<file path="src/rtl/apb_wmon_pkg.sv">
package apb_wmon_pkg;

    typedef enum logic [1:0] {
        PH_IDLE  = 2'd0,
        PH_SETUP = 2'd1,
        PH_WAIT  = 2'd2
    } phase_e;

    localparam int FLAG_N      = 5;
    localparam int FL_STABLE   = 0;
    localparam int FL_ILLEGAL  = 1;
    localparam int FL_DOUBLE   = 2;
    localparam int FL_READBACK = 3;
    localparam int FL_SEQ      = 4;

endpackage

</file>
<file path="src/rtl/apb_wmon_phase.sv">
module apb_wmon_phase
    import apb_wmon_pkg::*;
#(
    parameter int AW = 12,
    parameter int DW = 32
) (
    input  logic          clk,
    input  logic          rst_n,
    input  logic          psel,
    input  logic          penable,
    input  logic          pwrite,
    input  logic          pready,
    input  logic [AW-1:0] paddr,
    input  logic [DW-1:0] pwdata,
    output logic          commit,
    output logic          rd_done,
    output logic          stab_viol,
    output logic          seq_viol,
    output logic          dbl_viol
);

    typedef struct packed {
        phase_e        ph;
        logic          wdone;
        logic [AW-1:0] addr;
        logic          wr;
        logic [DW-1:0] wdata;
    } trk_t;

    trk_t trk_d, trk_q;
    logic setup_c, access_c, done_c, held_diff;

    always_comb begin
        trk_d    = trk_q;
        setup_c  = psel & ~penable;
        access_c = psel & penable;
        done_c   = access_c & pready;
        commit   = done_c & pwrite;
        rd_done  = done_c & ~pwrite;

        held_diff = (paddr != trk_q.addr) | (pwrite != trk_q.wr) |
                    (trk_q.wr & (pwdata != trk_q.wdata));
        stab_viol = access_c & (trk_q.ph != PH_IDLE) & held_diff;
        dbl_viol  = commit & (trk_q.ph == PH_IDLE) & trk_q.wdone;
        seq_viol  = (access_c & (trk_q.ph == PH_IDLE) & ~dbl_viol) |
                    ((trk_q.ph == PH_WAIT) & ~psel);

        if (setup_c) begin
            trk_d.ph    = PH_SETUP;
            trk_d.wdone = 1'b0;
            trk_d.addr  = paddr;
            trk_d.wr    = pwrite;
            trk_d.wdata = pwdata;
        end else if (access_c) begin
            if (trk_q.ph == PH_IDLE) begin
                trk_d.addr  = paddr;
                trk_d.wr    = pwrite;
                trk_d.wdata = pwdata;
            end
            trk_d.ph = pready ? PH_IDLE : PH_WAIT;
            if (commit) begin
                trk_d.wdone = 1'b1;
            end
        end else begin
            trk_d.ph = PH_IDLE;
        end
    end

    always_ff @(posedge clk or negedge rst_n) begin
        if (!rst_n) begin
            trk_q <= '{ph: PH_IDLE, default: '0};
        end else begin
            trk_q <= trk_d;
        end
    end

endmodule

</file>
<file path="src/rtl/apb_wmon_decode.sv">
module apb_wmon_decode #(
    parameter int          AW     = 12,
    parameter int          NREG   = 4,
    parameter int unsigned BASE   = 0,
    parameter int unsigned STRIDE = 4
) (
    input  logic [AW-1:0]   paddr,
    output logic [NREG-1:0] hit
);

    for (genvar g = 0; g < NREG; g++) begin : g_slot
        localparam logic [AW-1:0] SLOT_ADDR = AW'(BASE + g * STRIDE);
        assign hit[g] = (paddr == SLOT_ADDR);
    end

endmodule

</file>
<file path="src/rtl/apb_wmon_shadow.sv">
module apb_wmon_shadow #(
    parameter int            NREG    = 4,
    parameter int            DW      = 32,
    parameter logic [DW-1:0] RST_VAL = '0
) (
    input  logic            clk,
    input  logic            rst_n,
    input  logic            wr_en,
    input  logic            rd_en,
    input  logic [NREG-1:0] hit,
    input  logic [DW-1:0]   wdata,
    input  logic [DW-1:0]   rdata,
    output logic            mismatch
);

    logic [DW-1:0] sh_d [NREG];
    logic [DW-1:0] sh_q [NREG];

    always_comb begin
        mismatch = 1'b0;
        for (int i = 0; i < NREG; i++) begin
            sh_d[i] = sh_q[i];
            if (wr_en && hit[i]) begin
                sh_d[i] = wdata;
            end
            if (rd_en && hit[i] && (rdata != sh_q[i])) begin
                mismatch = 1'b1;
            end
        end
    end

    always_ff @(posedge clk or negedge rst_n) begin
        if (!rst_n) begin
            for (int i = 0; i < NREG; i++) begin
                sh_q[i] <= RST_VAL;
            end
        end else begin
            for (int i = 0; i < NREG; i++) begin
                sh_q[i] <= sh_d[i];
            end
        end
    end

endmodule

</file>
<file path="src/rtl/apb_wr_commit_mon.sv">
module apb_wr_commit_mon
    import apb_wmon_pkg::*;
#(
    parameter int            AW         = 12,
    parameter int            DW         = 32,
    parameter int            NREG       = 4,
    parameter int unsigned   BASE       = 0,
    parameter int unsigned   STRIDE     = 4,
    parameter int            CW         = 8,
    parameter logic [DW-1:0] SHADOW_RST = '0
) (
    input  logic               clk,
    input  logic               rst_n,
    input  logic               clr_flags,
    input  logic               psel,
    input  logic               penable,
    input  logic               pwrite,
    input  logic               pready,
    input  logic               pslverr,
    input  logic [AW-1:0]      paddr,
    input  logic [DW-1:0]      pwdata,
    input  logic [DW-1:0]      prdata,
    input  logic [NREG*DW-1:0] reg_vals,
    output logic               err_stable,
    output logic               err_illegal,
    output logic               err_double,
    output logic               err_readback,
    output logic               err_seq,
    output logic [CW-1:0]      slverr_cnt,
    output logic [NREG-1:0]    commit_seen
);

    localparam int VW = NREG * DW;

    typedef struct packed {
        logic [VW-1:0]     prev;
        logic              primed;
        logic [NREG-1:0]   hit_last;
        logic [FLAG_N-1:0] flags;
        logic [CW-1:0]     cnt;
        logic [NREG-1:0]   seen;
    } mon_t;

    mon_t st_d, st_q;

    logic              commit, rd_done, stab_viol, seq_viol, dbl_viol, rd_mism;
    logic [NREG-1:0]   hit, chg;
    logic [FLAG_N-1:0] ev;

    apb_wmon_phase #(.AW(AW), .DW(DW)) u_phase (
        .clk       (clk),
        .rst_n     (rst_n),
        .psel      (psel),
        .penable   (penable),
        .pwrite    (pwrite),
        .pready    (pready),
        .paddr     (paddr),
        .pwdata    (pwdata),
        .commit    (commit),
        .rd_done   (rd_done),
        .stab_viol (stab_viol),
        .seq_viol  (seq_viol),
        .dbl_viol  (dbl_viol)
    );

    apb_wmon_decode #(.AW(AW), .NREG(NREG), .BASE(BASE), .STRIDE(STRIDE)) u_decode (
        .paddr (paddr),
        .hit   (hit)
    );

    apb_wmon_shadow #(.NREG(NREG), .DW(DW), .RST_VAL(SHADOW_RST)) u_shadow (
        .clk      (clk),
        .rst_n    (rst_n),
        .wr_en    (commit),
        .rd_en    (rd_done),
        .hit      (hit),
        .wdata    (pwdata),
        .rdata    (prdata),
        .mismatch (rd_mism)
    );

    for (genvar g = 0; g < NREG; g++) begin : g_chg
        assign chg[g] = st_q.prev[g*DW +: DW] != reg_vals[g*DW +: DW];
    end

    always_comb begin
        st_d          = st_q;
        st_d.prev     = reg_vals;
        st_d.primed   = 1'b1;
        st_d.hit_last = commit ? hit : '0;

        ev              = '0;
        ev[FL_STABLE]   = stab_viol;
        ev[FL_ILLEGAL]  = st_q.primed & |(chg & ~st_q.hit_last);
        ev[FL_DOUBLE]   = dbl_viol;
        ev[FL_READBACK] = rd_mism;
        ev[FL_SEQ]      = seq_viol;

        st_d.flags = (clr_flags ? '0 : st_q.flags) | ev;

        if (commit) begin
            st_d.seen = st_q.seen | hit;
            if (pslverr && (st_q.cnt != '1)) begin
                st_d.cnt = st_q.cnt + 1'b1;
            end
        end
    end

    always_ff @(posedge clk or negedge rst_n) begin
        if (!rst_n) begin
            st_q <= '0;
        end else begin
            st_q <= st_d;
        end
    end

    assign err_stable   = st_q.flags[FL_STABLE];
    assign err_illegal  = st_q.flags[FL_ILLEGAL];
    assign err_double   = st_q.flags[FL_DOUBLE];
    assign err_readback = st_q.flags[FL_READBACK];
    assign err_seq      = st_q.flags[FL_SEQ];
    assign slverr_cnt   = st_q.cnt;
    assign commit_seen  = st_q.seen;

endmodule

</file>
<file path="config.mk">
export PLATFORM = sky130hd
export DESIGN_NAME = apb_wr_commit_mon
export DESIGN_NICKNAME = d
export VERILOG_FILES = /design/src/rtl/apb_wmon_pkg.sv /design/src/rtl/apb_wmon_phase.sv /design/src/rtl/apb_wmon_decode.sv /design/src/rtl/apb_wmon_shadow.sv /design/src/rtl/apb_wr_commit_mon.sv
export SDC_FILE = /design/constraint.sdc
export NUM_CORES = 1
export LEC_CHECK = 0
export BUFFER_PORTS_ARGS = -buffer_cell sky130_fd_sc_hd__buf_4
export CORE_UTILIZATION = 30
export DETAILED_ROUTE_END_ITERATION = 6
export GPL_ROUTABILITY_DRIVEN = 0
export MAX_ROUTING_LAYER = met4
export PLACE_DENSITY = 0.57
export SYNTH_ARGS = -nofsm -noshare
export SYNTH_HDL_FRONTEND = slang
export SYNTH_HIERARCHICAL = 1
export SYNTH_SLANG_ARGS = --single-unit
</file>
<file path="constraint.sdc">
create_clock -name clk -period 3.2 [get_ports clk]
set_clock_uncertainty 0.15 [all_clocks]
set_input_delay 0.8 -clock clk [delete_from_list [all_inputs] [get_ports clk]]
set_output_delay 0.8 -clock clk [all_outputs]
set_load 0.05 [all_outputs]
</file>
==> flow_metrics.tcl <==
set metrics [dict create \
    startpoint_type "flip-flop" \
    p_leak_nw 8.48 \
    final_layout_size_suffix_gt1_share_pct 38.3 \
    switchingPower_mw 2.39 \
    synth-seq-cells 326 \
    seqPwrFrac_pct 43.5 \
    cts_resized 0 \
    pwr-share-clk_pct 46.4 \
    area_delta_synth_final_pct 28.1 \
    max_slew_margin_pct 44.3 \
    crit_required_ns 3.50 \
    yosys-top-cells-area "dfrtp_1 58%, mux2_2 14%, xor2_1 11%" \
    clk_pin_slew_ns 0.06 \
    core_um2 45800 \
    powerDensity_nw_per_um2 565 \
    comb_power_share_pct 10.0 \
    switching_share_pct 23.6 \
    synth_cells 1001 \
    start_util_pct 30.6 \
    grt_pass1_wl_mm 53.1 \
    vias 8431 \
    fillers 4363 \
    tritoncts "done" \
    gr-total-overflow 0 \
    maxCapViolCount 0 \
    antenna_found_initial 6 \
    rsz0062_at_grt "no" \
    yosysUniqueCellTypes 35 \
    grt_pass1_vias 9073 \
    ioPinCount 229 \
    synth_flop_cell "dfrtp_1" \
    fin_crit_sh_pct 71.3 \
    post_cts_buffers 0 \
    dieHeight_um 218 \
    die_w_um 218 \
    end_kind "flip-flop" \
    first_pass_iters 4 \
    outcome "complete, no violations" \
    final.setup.tns_ns 0 \
    yosysTopAreaCellShare_pct 58.2 \
    syn_avg_cell_area_um2 14.0 \
    grt_usage_pct 15.2 \
    worstPathArrival_ns 2.58 \
    avgRoutedWirePerCell_um 18.0 \
    async_flop_share_pct 100 \
    place_inst 1823 \
    antenna_left 0 \
    intPower_mw 7.76 \
    synth_nets 1214 \
    instances_no_fill 1900 \
    hpwlAfterDp_mm 25.4 \
    fin_crit_ns 2.28 \
    drc_errors 0 \
    path_class "flip-flop to flip-flop" \
    vdd_drop_max_uv 411 \
    worstMarginPinSlew_ns 0.833 \
    dp_slack_ns 0.327 \
    clock.fmax_mhz 438 \
    via_per_inst 4.44 \
    worst_slack_ns 0.919 \
    finalSetupViolations 0 \
    cts_buffer_depth 3 \
    drt_iter0_markers 344 \
    dieArea_um2 47600 \
    min_path_type "input pin to asynchronous set/reset pin" \
    slew_viol_final 0 \
    synth.most_common_cell "dfrtp_1" \
    cts_buffers 39 \
    synth-edff-count 0 \
    cts-root-buf "clkbuf_16" \
    ys_seq_area_share_pct 58.2 \
    hold_violations 0 \
    clkSinkCount 326 \
    clk_latency_ns 0.56 \
    synth.cell_area_um2 14000 \
    ctsHoldBuffers 0 \
    routed_wl_mm 34.3 \
    synth_top_cell_by_area "dfrtp_1" \
    yosysWarnings 6 \
    nNetsFinal 1477 \
    path_max_fanout 1 \
    numPortBuffers 228 \
    grt_max_degree 85 \
    h-tree-depth 2 \
    num_rows 78 \
    synth_common_cells "326 x dfrtp_1, 174 x mux2_2, 169 x xor2_1" \
]
## kinds of logic after synthesis
family	count (synthesis)	synth area share (%)
buffers and inverters	30	1.34
adder cells (fa/ha/maj)	1	0.0893
flip-flops	326	58.2
XOR/XNOR	308	19.3
multiplexers	174	14.0
other	1	0.0268
AND/OR/NAND/NOR	143	6.20
AO/OA/AOI/OAI	18	0.893
## cells in the final DEF, fill, tap and decap left out, types with 3 or more instances in the layout
cell type   netlist  routed
diode_2           0       6
clkbuf_1          0       6
dfrtp_1         326     326
xnor2_1         139     139
a21o_1            4       4
and2_1            4       4
o211ai_1          4       4
nor4_1           50      50
buf_4            16     242
clkinv_2          0       7
clkbuf_8          0       7
xor2_1          169     169
bufinv_16         0       6
nor3_1            5       5
nand2_1          10      10
buf_12            0       7
or2_2             4       4
clkbuf_16         0      40
nor2_1            9       9
a21oi_1           4       4
mux2_2          174     174
nand4_1          48      48
clkinvlp_4        0       3
## registers in the layout, indices dropped and copies added (netlist names)
signal	cells
err_readback	1
slverr_cnt	8
commit_seen	4
err_illegal	1
err_double	1
err_seq	1
u_phase/trk_q	48
st_q	133
u_shadow/sh_q	128
err_stable	1
## layer usage
layer,up-vias,global-route usage [%],share of wire [%]
li1,4011,-,-
met1,4163,19.0,44
met2,209,23.7,46
met3,48,4.77,8.0
met4,0,3.66,1.9
met5,-,-,0
## power groups by stage
stage	logic, mW	clock network, mW	registers, mW
finish	1.02	4.71	4.42
global route	1.12	5.06	4.44
floorplan	0.500	0	4.49
detailed placement	1.04	0	4.49
CTS	1.05	4.89	4.42
global placement	1.03	0	4.48
## worst max-delay path, stage by stage (launching register included)
cell     delay (ns)
dfrtp_1        0.37
xnor2_1        0.15
nand4_1        0.12
nor4_1         0.38
buf_4          0.19
a21oi_1        0.07
or4_1          0.53
a22o_1         0.20
## worst paths after layout
path	from	end	slack, ns	cells past startpoint
setup / recovery	st_q[118]	err_illegal	0.92	7
hold / removal	rst_n	st_q[57]	0.07	1
setup reg to reg	st_q[118]	err_illegal	0.92	7
hold reg to reg	st_q[21]	err_illegal	0.32	1
max in group asynchronous	rst_n	u_phase/trk_q[28]	1.93	2
min in group clk	reg_vals[120]	st_q[142]	0.21	1
## layout make-up
type                    count  area (µm²)  share of cell area, %
inverters                   2        7.51                 0.0418
multi-input cells         645        5670                   31.6
diodes                      6        15.0                 0.0836
flip-flops and latches    326        8160                   45.4
clock inverters            18         263                   1.46
clock buffers              53        1120                   6.24
well taps                 600         751                   4.18
repair buffers            250        1970                   11.0
## metrics by stage
step | total power, mW | hold WS, ns | utilization [%] | area (µm²)
6_report | 10.1 | 0.0707 | 39.2 | 18000
3_5_place_dp | 5.53 | 0.297 | 36.2 | 16600
5_1_grt | 10.6 | 0.104 | 39.2 | 18000
4_1_cts | 10.4 | 0.0884 | 39.2 | 17900
3_3_place_gp | 5.51 | 0.293 | 36.2 | 16600
2_1_floorplan | 4.98 | 0.289 | - | 14000
Note: power is estimated with default switching activity, not from simulation.
